## config.mk

```make
export PLATFORM = sky130hd
export DESIGN_NAME = addr_update_gen
export DESIGN_NICKNAME = d
export VERILOG_FILES = /design/src/rtl/aug_pkg.sv /design/src/rtl/aug_imm_ext.sv /design/src/rtl/aug_base_step.sv /design/src/rtl/aug_out_reg.sv /design/src/rtl/addr_update_gen.sv
export SDC_FILE = /design/constraint.sdc
export NUM_CORES = 1
export LEC_CHECK = 0
export BUFFER_PORTS_ARGS = -buffer_cell sky130_fd_sc_hd__clkbuf_2
export CORE_ASPECT_RATIO = 0.7
export CORE_MARGIN = 2
export CORE_UTILIZATION = 30
export CTS_BUF_LIST = sky130_fd_sc_hd__clkbuf_16
export CTS_CLUSTER_DIAMETER = 50
export CTS_CLUSTER_SIZE = 10
export DETAILED_ROUTE_END_ITERATION = 10
export GPL_TIMING_DRIVEN = 0
export PLACE_DENSITY = 0.48
export SYNTH_ARGS = -nofsm -noshare
export SYNTH_HDL_FRONTEND = slang
export SYNTH_SLANG_ARGS = --single-unit
```

## constraint.sdc

```tcl
create_clock -name clk -period 7.2 [get_ports clk]
set_input_delay 0.36 -clock clk [delete_from_list [all_inputs] [get_ports clk]]
set_output_delay 0.36 -clock clk [all_outputs]
set_load 0.1 [all_outputs]
```

## src/rtl/aug_pkg.sv

```systemverilog
package aug_pkg;

  typedef enum logic [1:0] {
    AM_NONE     = 2'd0,
    AM_POST_INC = 2'd1,
    AM_PRE_INC  = 2'd2,
    AM_POST_DEC = 2'd3
  } addr_mode_e;

  typedef enum logic [1:0] {
    IC_ARITH = 2'd0,
    IC_LOGIC = 2'd1,
    IC_MEM   = 2'd2,
    IC_RSVD  = 2'd3
  } instr_class_e;

endpackage

```

## src/rtl/aug_imm_ext.sv

```systemverilog
module aug_imm_ext
  import aug_pkg::*;
#(
  parameter int DATA_W = 32,
  parameter int IMM_W  = 14
) (
  input  logic [IMM_W-1:0]  imm,
  input  instr_class_e      cls,
  output logic [DATA_W-1:0] ext
);
  localparam int PAD_W = DATA_W - IMM_W;

  logic pad_bit;

  always_comb begin
    pad_bit = (cls == IC_LOGIC) ? 1'b0 : imm[IMM_W-1];
    ext     = {{PAD_W{pad_bit}}, imm};
  end
endmodule

```

## src/rtl/aug_base_step.sv

```systemverilog
module aug_base_step
  import aug_pkg::*;
#(
  parameter int DATA_W     = 32,
  parameter int WORD_BYTES = 4
) (
  input  logic [DATA_W-1:0] base,
  input  addr_mode_e        mode,
  input  logic              is_mem,
  output logic [DATA_W-1:0] stepped,
  output logic [DATA_W-1:0] addr_base,
  output logic              write_back
);
  localparam logic [DATA_W-1:0] STEP = DATA_W'(WORD_BYTES);

  addr_mode_e eff_mode;

  always_comb begin
    eff_mode = is_mem ? mode : AM_NONE;
    unique case (eff_mode)
      AM_POST_INC,
      AM_PRE_INC:  stepped = base + STEP;
      AM_POST_DEC: stepped = base - STEP;
      default:     stepped = base;
    endcase
    addr_base  = (eff_mode == AM_PRE_INC) ? stepped : base;
    write_back = (eff_mode != AM_NONE);
  end
endmodule

```

## src/rtl/aug_out_reg.sv

```systemverilog
module aug_out_reg #(
  parameter int DATA_W = 32
) (
  input  logic              clk,
  input  logic              rst,
  input  logic              load,
  input  logic [DATA_W-1:0] addr_d,
  input  logic [DATA_W-1:0] base_d,
  input  logic              we_d,
  input  logic [DATA_W-1:0] imm_d,
  output logic              valid_q,
  output logic [DATA_W-1:0] addr_q,
  output logic [DATA_W-1:0] base_q,
  output logic              we_q,
  output logic [DATA_W-1:0] imm_q
);
  always_ff @(posedge clk) begin
    if (rst) begin
      valid_q <= 1'b0;
      we_q    <= 1'b0;
      addr_q  <= '0;
      base_q  <= '0;
      imm_q   <= '0;
    end else begin
      valid_q <= load;
      we_q    <= load & we_d;
      if (load) begin
        addr_q <= addr_d;
        base_q <= base_d;
        imm_q  <= imm_d;
      end
    end
  end
endmodule

```

## src/rtl/addr_update_gen.sv

```systemverilog
module addr_update_gen
  import aug_pkg::*;
#(
  parameter int DATA_W     = 32,
  parameter int IMM_W      = 14,
  parameter int WORD_BYTES = 4
) (
  input  logic              clk,
  input  logic              rst,
  input  logic              in_valid,
  input  logic [DATA_W-1:0] base_in,
  input  logic [IMM_W-1:0]  imm_in,
  input  logic [1:0]        mode_in,
  input  logic [1:0]        op_class,
  output logic              out_valid,
  output logic [DATA_W-1:0] mem_addr,
  output logic [DATA_W-1:0] base_new,
  output logic              base_we,
  output logic [DATA_W-1:0] imm_ext
);
  instr_class_e      cls;
  addr_mode_e        mode;
  logic              is_mem;
  logic [DATA_W-1:0] imm_x;
  logic [DATA_W-1:0] stepped;
  logic [DATA_W-1:0] addr_base;
  logic [DATA_W-1:0] addr_d;
  logic              wb;

  always_comb begin
    cls    = instr_class_e'(op_class);
    mode   = addr_mode_e'(mode_in);
    is_mem = (cls == IC_MEM);
    addr_d = addr_base + imm_x;
  end

  aug_imm_ext #(.DATA_W(DATA_W), .IMM_W(IMM_W)) u_ext (
    .imm (imm_in),
    .cls (cls),
    .ext (imm_x)
  );

  aug_base_step #(.DATA_W(DATA_W), .WORD_BYTES(WORD_BYTES)) u_step (
    .base       (base_in),
    .mode       (mode),
    .is_mem     (is_mem),
    .stepped    (stepped),
    .addr_base  (addr_base),
    .write_back (wb)
  );

  aug_out_reg #(.DATA_W(DATA_W)) u_oreg (
    .clk     (clk),
    .rst     (rst),
    .load    (in_valid),
    .addr_d  (addr_d),
    .base_d  (stepped),
    .we_d    (wb),
    .imm_d   (imm_x),
    .valid_q (out_valid),
    .addr_q  (mem_addr),
    .base_q  (base_new),
    .we_q    (base_we),
    .imm_q   (imm_ext)
  );
endmodule

```

==> results of run 1 <==
cells in the final DEF, fill, tap and decap left out, types with 7 or more instances in the layout:
master / n
sky130_fd_sc_hd__inv_1: 13
sky130_fd_sc_hd__nor4_1: 9
sky130_fd_sc_hd__buf_6: 11
sky130_fd_sc_hd__nand2_1: 70
sky130_fd_sc_hd__nor3_1: 18
sky130_fd_sc_hd__clkbuf_2: 128
sky130_fd_sc_hd__dfxtp_1: 81
sky130_fd_sc_hd__buf_4: 19
sky130_fd_sc_hd__nand3_1: 27
sky130_fd_sc_hd__xor2_1: 21
sky130_fd_sc_hd__and3_1: 13
sky130_fd_sc_hd__mux2i_1: 47
sky130_fd_sc_hd__a21oi_1: 43
sky130_fd_sc_hd__a211oi_1: 27
sky130_fd_sc_hd__clkbuf_1: 42
sky130_fd_sc_hd__a31oi_1: 10
sky130_fd_sc_hd__o21ai_0: 29
sky130_fd_sc_hd__nor2_1: 114
sky130_fd_sc_hd__ha_1: 32
sky130_fd_sc_hd__nand4_1: 18
sky130_fd_sc_hd__a21o_1: 17
sky130_fd_sc_hd__o31ai_1: 7
sky130_fd_sc_hd__xnor2_1: 57
sky130_fd_sc_hd__clkbuf_16: 9
registers in the layout, indices dropped and copies added, names as in the netlist:
signal and count:
u_oreg.addr_q 32, u_oreg.we_q 1, u_oreg.valid_q 1, u_oreg.imm_q 15, u_oreg.base_q 32
power breakdown:
part,internal (µW),total [µW],switching (µW)
Clock,280,508,228
Combinational,173,725,553
Sequential,487,510,22.4
tightest hold or removal path: cells and delay by family:
| kind | cells | cell delay, ns |
|---|---|---|
| buffers and inverters | 1 | 0.10 |
| AND/OR/NAND/NOR | 1 | 0.08 |
| multiplexers | 1 | 0.06 |
area by class of cell:
type                    instances  area [µm²]
fillers                      2356       13600
multi-input cells             663        4380
flip-flops and latches         81        1620
repair buffers                129         656
plain buffers                  83         493
well taps                     282         353
clock buffers                   9         225
clock inverters                 7        90.1
inverters                      13        48.8
metrics by stage:
| step | utilization [%] | power [µW] |
|---|---|---|
| finish | 36.6 | 1740 |
| global route | 36.6 | 1830 |
| CTS | 36.6 | 1760 |
| detailed placement | 35.1 | 1240 |
| global placement | 35.0 | 1240 |
| floorplan | - | 1100 |
worst paths after layout:
path,end,depth (start not counted),slack (ns)
max,u_oreg.addr_q[30],23,0.72
min,u_oreg.imm_q[5],3,0.27
min reg2reg,u_oreg.base_q[27],2,0.49
max reg2reg,u_oreg.imm_q[14],2,6.23
cell families (layout without fill, tap and decap cells):
family,after synthesis,in the layout,synth area share (%)
compound gates,182,182,18.6
fa+ha+maj,33,33,6.43
xor+xnor,78,78,10.4
mux,47,47,7.20
simple gates,323,323,24.2
buf+inv,96,241,8.29
flops,81,81,24.8
routing by layer:
layer	GRT usage, %	share of wire [%]
met5	0	0
met4	4.22	1.4
met3	4.22	6.9
met2	28.4	39
met1	31.4	53
==> results summary, run 1 <==
The count of standard-cell rows came out at 45. The total nets after synthesis came out at 926. Measured along the y axis, the die boundary spans 128 µm.

The sum of buffers and inverters on the critical path is 4. Global routing used 20.3% of the available tracks across all layers. The count of cells in the finished layout, fillers not included, comes to 1267. The total core area is 21500 µm². In this run, the number of DRC markers left after iteration 0 of detailed routing was 568. By area the synthesized netlist is led by sky130_fd_sc_hd__dfxtp_1 25%, sky130_fd_sc_hd__xnor2_1 7.6%, sky130_fd_sc_hd__mux2i_1 7.2%. The count of inserted antenna diode cells came out at 0. The worst hold path startpoint is imm_in[5]. The path class of the tightest hold or removal check is input pin to register.

The worst slew slack as a fraction of its limit came out at 40.6%. Derived from the worst setup path, the maximum achievable clock frequency is 154 MHz. TritonCTS built the clock tree. Of all nets on the critical path, the largest fanout is 10. The worst path required time is 7.40 ns. The transition time at the pin with the least slew margin is 0.891 ns. The number of port buffers is 128. The total of flip-flops plus latches after synthesis is 81. The total negative setup slack is 0 ns. The worst setup path is launched from an input pin.

The maximum number of pins on one net before global-route repair came out at 20. Data arrives at the worst endpoint at 6.68 ns. The area enclosed by the die boundary came out at 23000 µm². The post-synthesis sequential area ratio is 24.8%. The final worst-path setup slack is 0.725 ns. In this run the horizontal extent of the chip is 180 µm. The number of levels the H-tree was split into is 3. The number of distinct standard cells referenced by the synthesized netlist came out at 75. The number of hold-repair buffers added at the cts stage is 0. The power per cell area is 222 nW/µm². The largest clock skew in the final design is 0 ns. The number of CTS-inserted buffers is 9. The setup path with the least slack is of type input pin to register. In the synthesized netlist the dominant register cell turns out to be sky130_fd_sc_hd__dfxtp_1. The finished cells cover 7870 µm².

The critical-path cell with the highest stage delay is sky130_fd_sc_hd__a222oi_1. At the end of routability-driven placement, the weighted congestion stood at 0.884. The wire length after detailed routing is 23.4 mm.

The final clock period utilization by the worst path is 89.9%. The stage delay of the slowest cell on the critical path is 0.78 ns. The detail route stage leaves a number of antenna-violating nets equal to 0. The cell area after placement came out at 7550 µm². The gate count of the mapped netlist came out at 840.

Final hold analysis gives a worst-case slack of 0.270 ns. Timing analysis after detailed placement gives a worst setup slack of 0.550 ns. The top cell type by total area after synthesis is sky130_fd_sc_hd__dfxtp_1. The global-route congestion overflow total came out at 0. The run finished with clean final reports. The most frequent cell after synthesis is sky130_fd_sc_hd__nor2_1. Traced cell by cell, the critical path runs through clkbuf_2, nand4b_2, clkbuf_8, buf_6, clkbuf_1, xnor2_1, ha_1, and4_1, o21ai_0, a222oi_1, o21ai_0, or4_1, xnor2_1, ha_1, a21o_1, a21o_1, a221o_1, a22o_1, a41o_1, o41a_1, a31oi_1, xor2_1, o22ai_1. The detailed-route wire length per cell is 18.5 µm.

Setup repair after global routing left no endpoint under its margin. The number of detailed-routing iterations run before antenna repair came out at 5. In the routed design, unresolved DRC markers number 0. During synthesis, Yosys emitted a total of 0 warnings. The instance count after placement with tap cells included is 1251. The maximum clock insertion buffer count came out at 2. The layout-stage area growth over the synthesis result came out at 20.3%. The buffer cell driving the clock tree root is sky130_fd_sc_hd__clkbuf_16.

The most critical setup path has its startpoint at op_class[0]. The number of antenna violations at the first check in global routing is 0. The share of the synthesized area in the top cell type is 24.8%. Of all flip-flops after synthesis, the portion carrying an async set or reset was 0%. The cell family contributing the most delay on the critical path is compound AO/OA/AOI/OAI gates. The register clock-pin slew on the reported worst setup and hold paths came out at 0.08 ns. The max-slew violation count came out at 0. IR analysis of the VDD net gives a maximum drop of 0.109 mV. After the last flow step, the layout net total stands at 1066. Post-CTS repair changed the size of 0 cells. The post-synthesis cell area is 6540 µm².

The per-cell via count in the routed design came out at 5.22. The global-route wire length before repair came out at 36.4 mm. The startpoint of the lowest-slack register-to-register path is u_oreg.imm_q[14]. For this block, the via count after detailed routing is 6614.

The total of endpoints with negative setup slack in the final report came out at 0. For this configuration, the core starts out at a cell density of 30.4%. The count of flip-flops with a built-in enable after synthesis is 0.

The number of top-level pins is 151. Once detailed placement completed, the half-perimeter wirelength came to 18.5 mm. The endpoint kind of the worst setup timing path is a register. The clock network latency to the later pin of the worst-skew pair came out at 0.36 ns. The post-layout minimum cycle time came out at 6.48 ns. The leakage power of the design is 0.00338 µW. By count the netlist is led by 114 x sky130_fd_sc_hd__nor2_1, 81 x sky130_fd_sc_hd__dfxtp_1, 70 x sky130_fd_sc_hd__nand2_1. Across the run, the number of max-cap violations was 0. The number of hold violations in the final report was 0. The total setup buffers inserted after CTS is 0. The average footprint of a synthesized cell came out at 7.78 µm².

The via count of the first global-routing pass is 6236. The total clock sinks came out at 81. The fraction of layout instances using a drive strength above 1 is 19.6%.
(Power assumes the default switching activity.)
==> run 2, diff against run 1 <==
==> constraint.sdc (replaced) <==
create_clock -name clk -period 7.2 [get_ports clk]
set_input_delay 1.44 -clock clk [delete_from_list [all_inputs] [get_ports clk]]
set_output_delay 1.44 -clock clk [all_outputs]
set_load 0.1 [all_outputs]
==> run 2 against run 1 <==
Cell count barely moved. Utilization rose by 0.16 points. Die area did not move. Clock power barely moved. Wire length rose by 0.26%. Combinational power barely moved. Critical path depth rose by 2. Global-route usage barely moved. Count of clock-buffer cells in the layout did not move. Flip-flop and latch count did not move. Power rose by 0.25%. Sequential share of layout area fell by 0.088 points.
==> results summary, run 2 (synthesis gave the netlist of run 1 again) <==
The number of levels the H-tree was split into came out at 3 (unchanged). The final clock period utilization by the worst path came out at 94.9% (was 89.9%). The switching share of power came out at 46.2% (was 46.1%).

The startpoint class of the critical path is an input pin (unchanged). The fraction of layout instances using a drive strength above 1 is 20.2% (was 19.6%). The number of vias after detailed routing is 6632 (was 6614). The final antenna-violating net count came out at 0 (unchanged).

The register clock-pin slew on the reported worst setup and hold paths is 0.07 ns (was 0.08 ns). The leakage power of the design came out at 0.00340 µW (was 0.00338 µW). The maximum number of pins on one net before global-route repair is 20 (unchanged).

The classification of the worst-slack hold path is register to register (was input pin to register). The number of detailed-routing iterations run before antenna repair is 5 (unchanged). The max-cap violation count is 0 (unchanged). Largest registers ranked by flip-flop count: u_oreg.addr_q: 32 flops, u_oreg.base_q: 32 flops, u_oreg.imm_q: 15 flops (unchanged).

The via count of the first global-routing pass was 6253 (was 6236). The CTS tree is yes (unchanged). The area enclosed by the die boundary came out at 23000 µm² (unchanged). The proportion of power drawn by combinational gates came to 41.6% (about the same). The number of antenna violations at the first check in global routing came out at 0 (unchanged). Setup repair after global routing missed its margin: no (unchanged). The maximum VDD drop is 0.110 mV (was 0.109 mV).

The endpoint kind of the worst setup timing path is a register (unchanged). The global-route congestion overflow total came out at 0 (unchanged). The clock network latency to the later pin of the worst-skew pair came to 0.36 ns (about the same). The detailed-route wire length per cell was 18.5 µm (about the same). The die extent in x is 180 µm (unchanged). The data arrival time of the worst path came out at 7.04 ns (was 6.68 ns). The total core area came out at 21500 µm² (unchanged).

The most common cell after layout, fill and taps aside is sky130_fd_sc_hd__clkbuf_2 (unchanged). The transition time at the pin with the least slew margin came to 0.856 ns (was 0.891 ns). The number of hold-repair buffers added at the cts stage is 0 (unchanged). The height of the die is 128 µm (unchanged). The layout-stage area growth over the synthesis result came out at 20.8% (was 20.3%). The power per cell area came out at 221 nW/µm² (was 222 nW/µm²). The total clock sinks came out at 81 (unchanged).

The maximum clock insertion buffer count was 2 (unchanged). The fmax came out at 146 MHz (was 154 MHz). The count of inserted antenna diode cells is 0 (unchanged).

The cell-internal power is 941 µW (was 940 µW). The net count of the finished layout came to 1067 (was 1066). The total negative setup slack is 0 ns (unchanged). The total of endpoints with negative setup slack in the final report is 0 (unchanged).

The first-iteration detailed-routing DRC count came out at 504 (was 568). The number of CTS-inserted buffers is 9 (unchanged). The total of fill cells in the finished design came out at 2348 (was 2356). The wire length after detailed routing is 23.5 mm (was 23.4 mm).

The per-cell via count in the routed design is 5.23 (was 5.22). The number of top-level pins came out at 151 (unchanged). The worst slew slack as a fraction of its limit was 42.9% (was 40.6%). The peak fanout along the critical path is 10 (unchanged). The global-route usage over all layers is 20.3% (about the same).

The post-layout minimum cycle time came out at 6.83 ns (was 6.48 ns). The number of port buffers is 128 (unchanged). The largest clock skew in the final design came out at 0 ns (unchanged). The proportion of power drawn by the clock network came out at 29.2% (about the same).

The max-slew violation count is 0 (unchanged). The final HPWL from detailed placement came to 18.5 mm (unchanged). Result of the run: finished clean (unchanged).

The switching power summed over all nets came out at 807 µW (was 804 µW). The global-route wire length before repair is 36.5 mm (was 36.4 mm). The routability congestion estimate came out at 0.884 (unchanged). The worst path required time is 7.41 ns (was 7.40 ns). The share of the core filled with cells in the final layout came out at 36.7% (was 36.6%). Highest-count cells in the layout ignoring fill and taps: 129 x sky130_fd_sc_hd__clkbuf_2, 114 x sky130_fd_sc_hd__nor2_1, 81 x sky130_fd_sc_hd__dfxtp_1, 70 x sky130_fd_sc_hd__nand2_1, 57 x sky130_fd_sc_hd__xnor2_1 (was 128 x sky130_fd_sc_hd__clkbuf_2, 114 x sky130_fd_sc_hd__nor2_1, 81 x sky130_fd_sc_hd__dfxtp_1, 70 x sky130_fd_sc_hd__nand2_1, 57 x sky130_fd_sc_hd__xnor2_1). The buffer cell driving the clock tree root is sky130_fd_sc_hd__clkbuf_16 (unchanged). The count of standard-cell rows is 45 (unchanged). The number of hold violations in the final report is 0 (unchanged).

The sequential cell fraction of total power is 29.2% (about the same). The initial core utilization came out at 30.4% (unchanged). The critical path class was input pin to register (unchanged). The remaining design rule violation count is 0 (unchanged).
## run 2: cell count changes in the layout (fill, tap and decap cells not counted), sizes merged
cell    delta
clkbuf     -1
buf        +2
## run 2: timing repair
| item | in CTS | in global routing |
|---|---|---|
| hold endpoints to repair | 0 | 0 |
| endpoints found under the setup margin | 2 | 11 |
| resized for setup | 0 | 7 |
| setup buffers | 2 | 0 |
| pin swaps | 1 | 0 |
## run 2: power groups by stage
stage | Sequential [µW] | Combinational (µW) | Clock (µW)
2_1_floorplan | 797 | 302 | 0
3_3_place_gp | 520 | 722 | 0
3_5_place_dp | 520 | 723 | 0
4_1_cts | 510 | 726 | 520
5_1_grt | 515 | 771 | 540
6_report | 510 | 727 | 511
## run 2: per-stage QoR
stage	instances	hold slack, ns	setup WS, ns	power [µW]	instance area, µm²
floorplan	840	0.916	0.812	1100	6540
detailed placement	1251	0.480	-0.530	1240	7550
finish	1268	0.486	0.365	1750	7900
CTS	1269	0.489	0.0173	1760	7880
global route	1268	0.512	0.0829	1830	7900
global placement	1250	0.474	-0.656	1240	7530
## run 2: final cells by class
type	instances	area, µm²	area share, %
clock buffer	9	225	2.85
timing repair buffer	131	671	8.49
inverter	13	48.8	0.618
tap	282	353	4.47
clock inverter	7	90.1	1.14
buffer	82	490	6.21
sequential	81	1620	20.5
multi-input combinational	663	4400	55.7
## run 2: worst paths after layout
path                                   startpoint           endpoint  slack, ns  depth (start not counted)
worst max-delay path                  op_class[0]  u_oreg.addr_q[30]       0.37                         25
worst min-delay path            u_oreg.base_q[27]  u_oreg.base_q[27]       0.49                          2
worst max register to register   u_oreg.imm_q[14]   u_oreg.imm_q[14]       6.23                          2
worst min register to register  u_oreg.base_q[27]  u_oreg.base_q[27]       0.49                          2
## run 2: metal layers
layer	vias to the layer above	GRT usage [%]	share of wire, %
met5	-	0	0
met4	0	4.36	1.6
met3	25	4.36	7.2
met2	244	28.4	39
met1	3071	31.3	52
li1	3292	-	-
## run 2: worst max-delay path, cell delays in order
cell	delay, ns
sky130_fd_sc_hd__clkbuf_2	0.11
sky130_fd_sc_hd__nand4b_4	0.29
sky130_fd_sc_hd__clkbuf_8	0.25
sky130_fd_sc_hd__buf_6	0.16
sky130_fd_sc_hd__clkbuf_2	0.26
sky130_fd_sc_hd__xnor2_1	0.19
sky130_fd_sc_hd__ha_1	0.28
sky130_fd_sc_hd__o31ai_1	0.44
sky130_fd_sc_hd__a222oi_1	0.21
sky130_fd_sc_hd__buf_4	0.19
sky130_fd_sc_hd__buf_4	0.13
sky130_fd_sc_hd__o41ai_1	0.49
sky130_fd_sc_hd__nand2_1	0.13
sky130_fd_sc_hd__xnor2_1	0.17
sky130_fd_sc_hd__ha_1	0.28
sky130_fd_sc_hd__clkbuf_1	0.19
sky130_fd_sc_hd__nand3_1	0.20
sky130_fd_sc_hd__nor2_1	0.06
sky130_fd_sc_hd__a221o_1	0.34
sky130_fd_sc_hd__a22o_1	0.18
sky130_fd_sc_hd__a41o_1	0.22
sky130_fd_sc_hd__o41a_1	0.36
sky130_fd_sc_hd__a31oi_1	0.22
sky130_fd_sc_hd__xor2_1	0.16
sky130_fd_sc_hd__o22ai_1	0.08
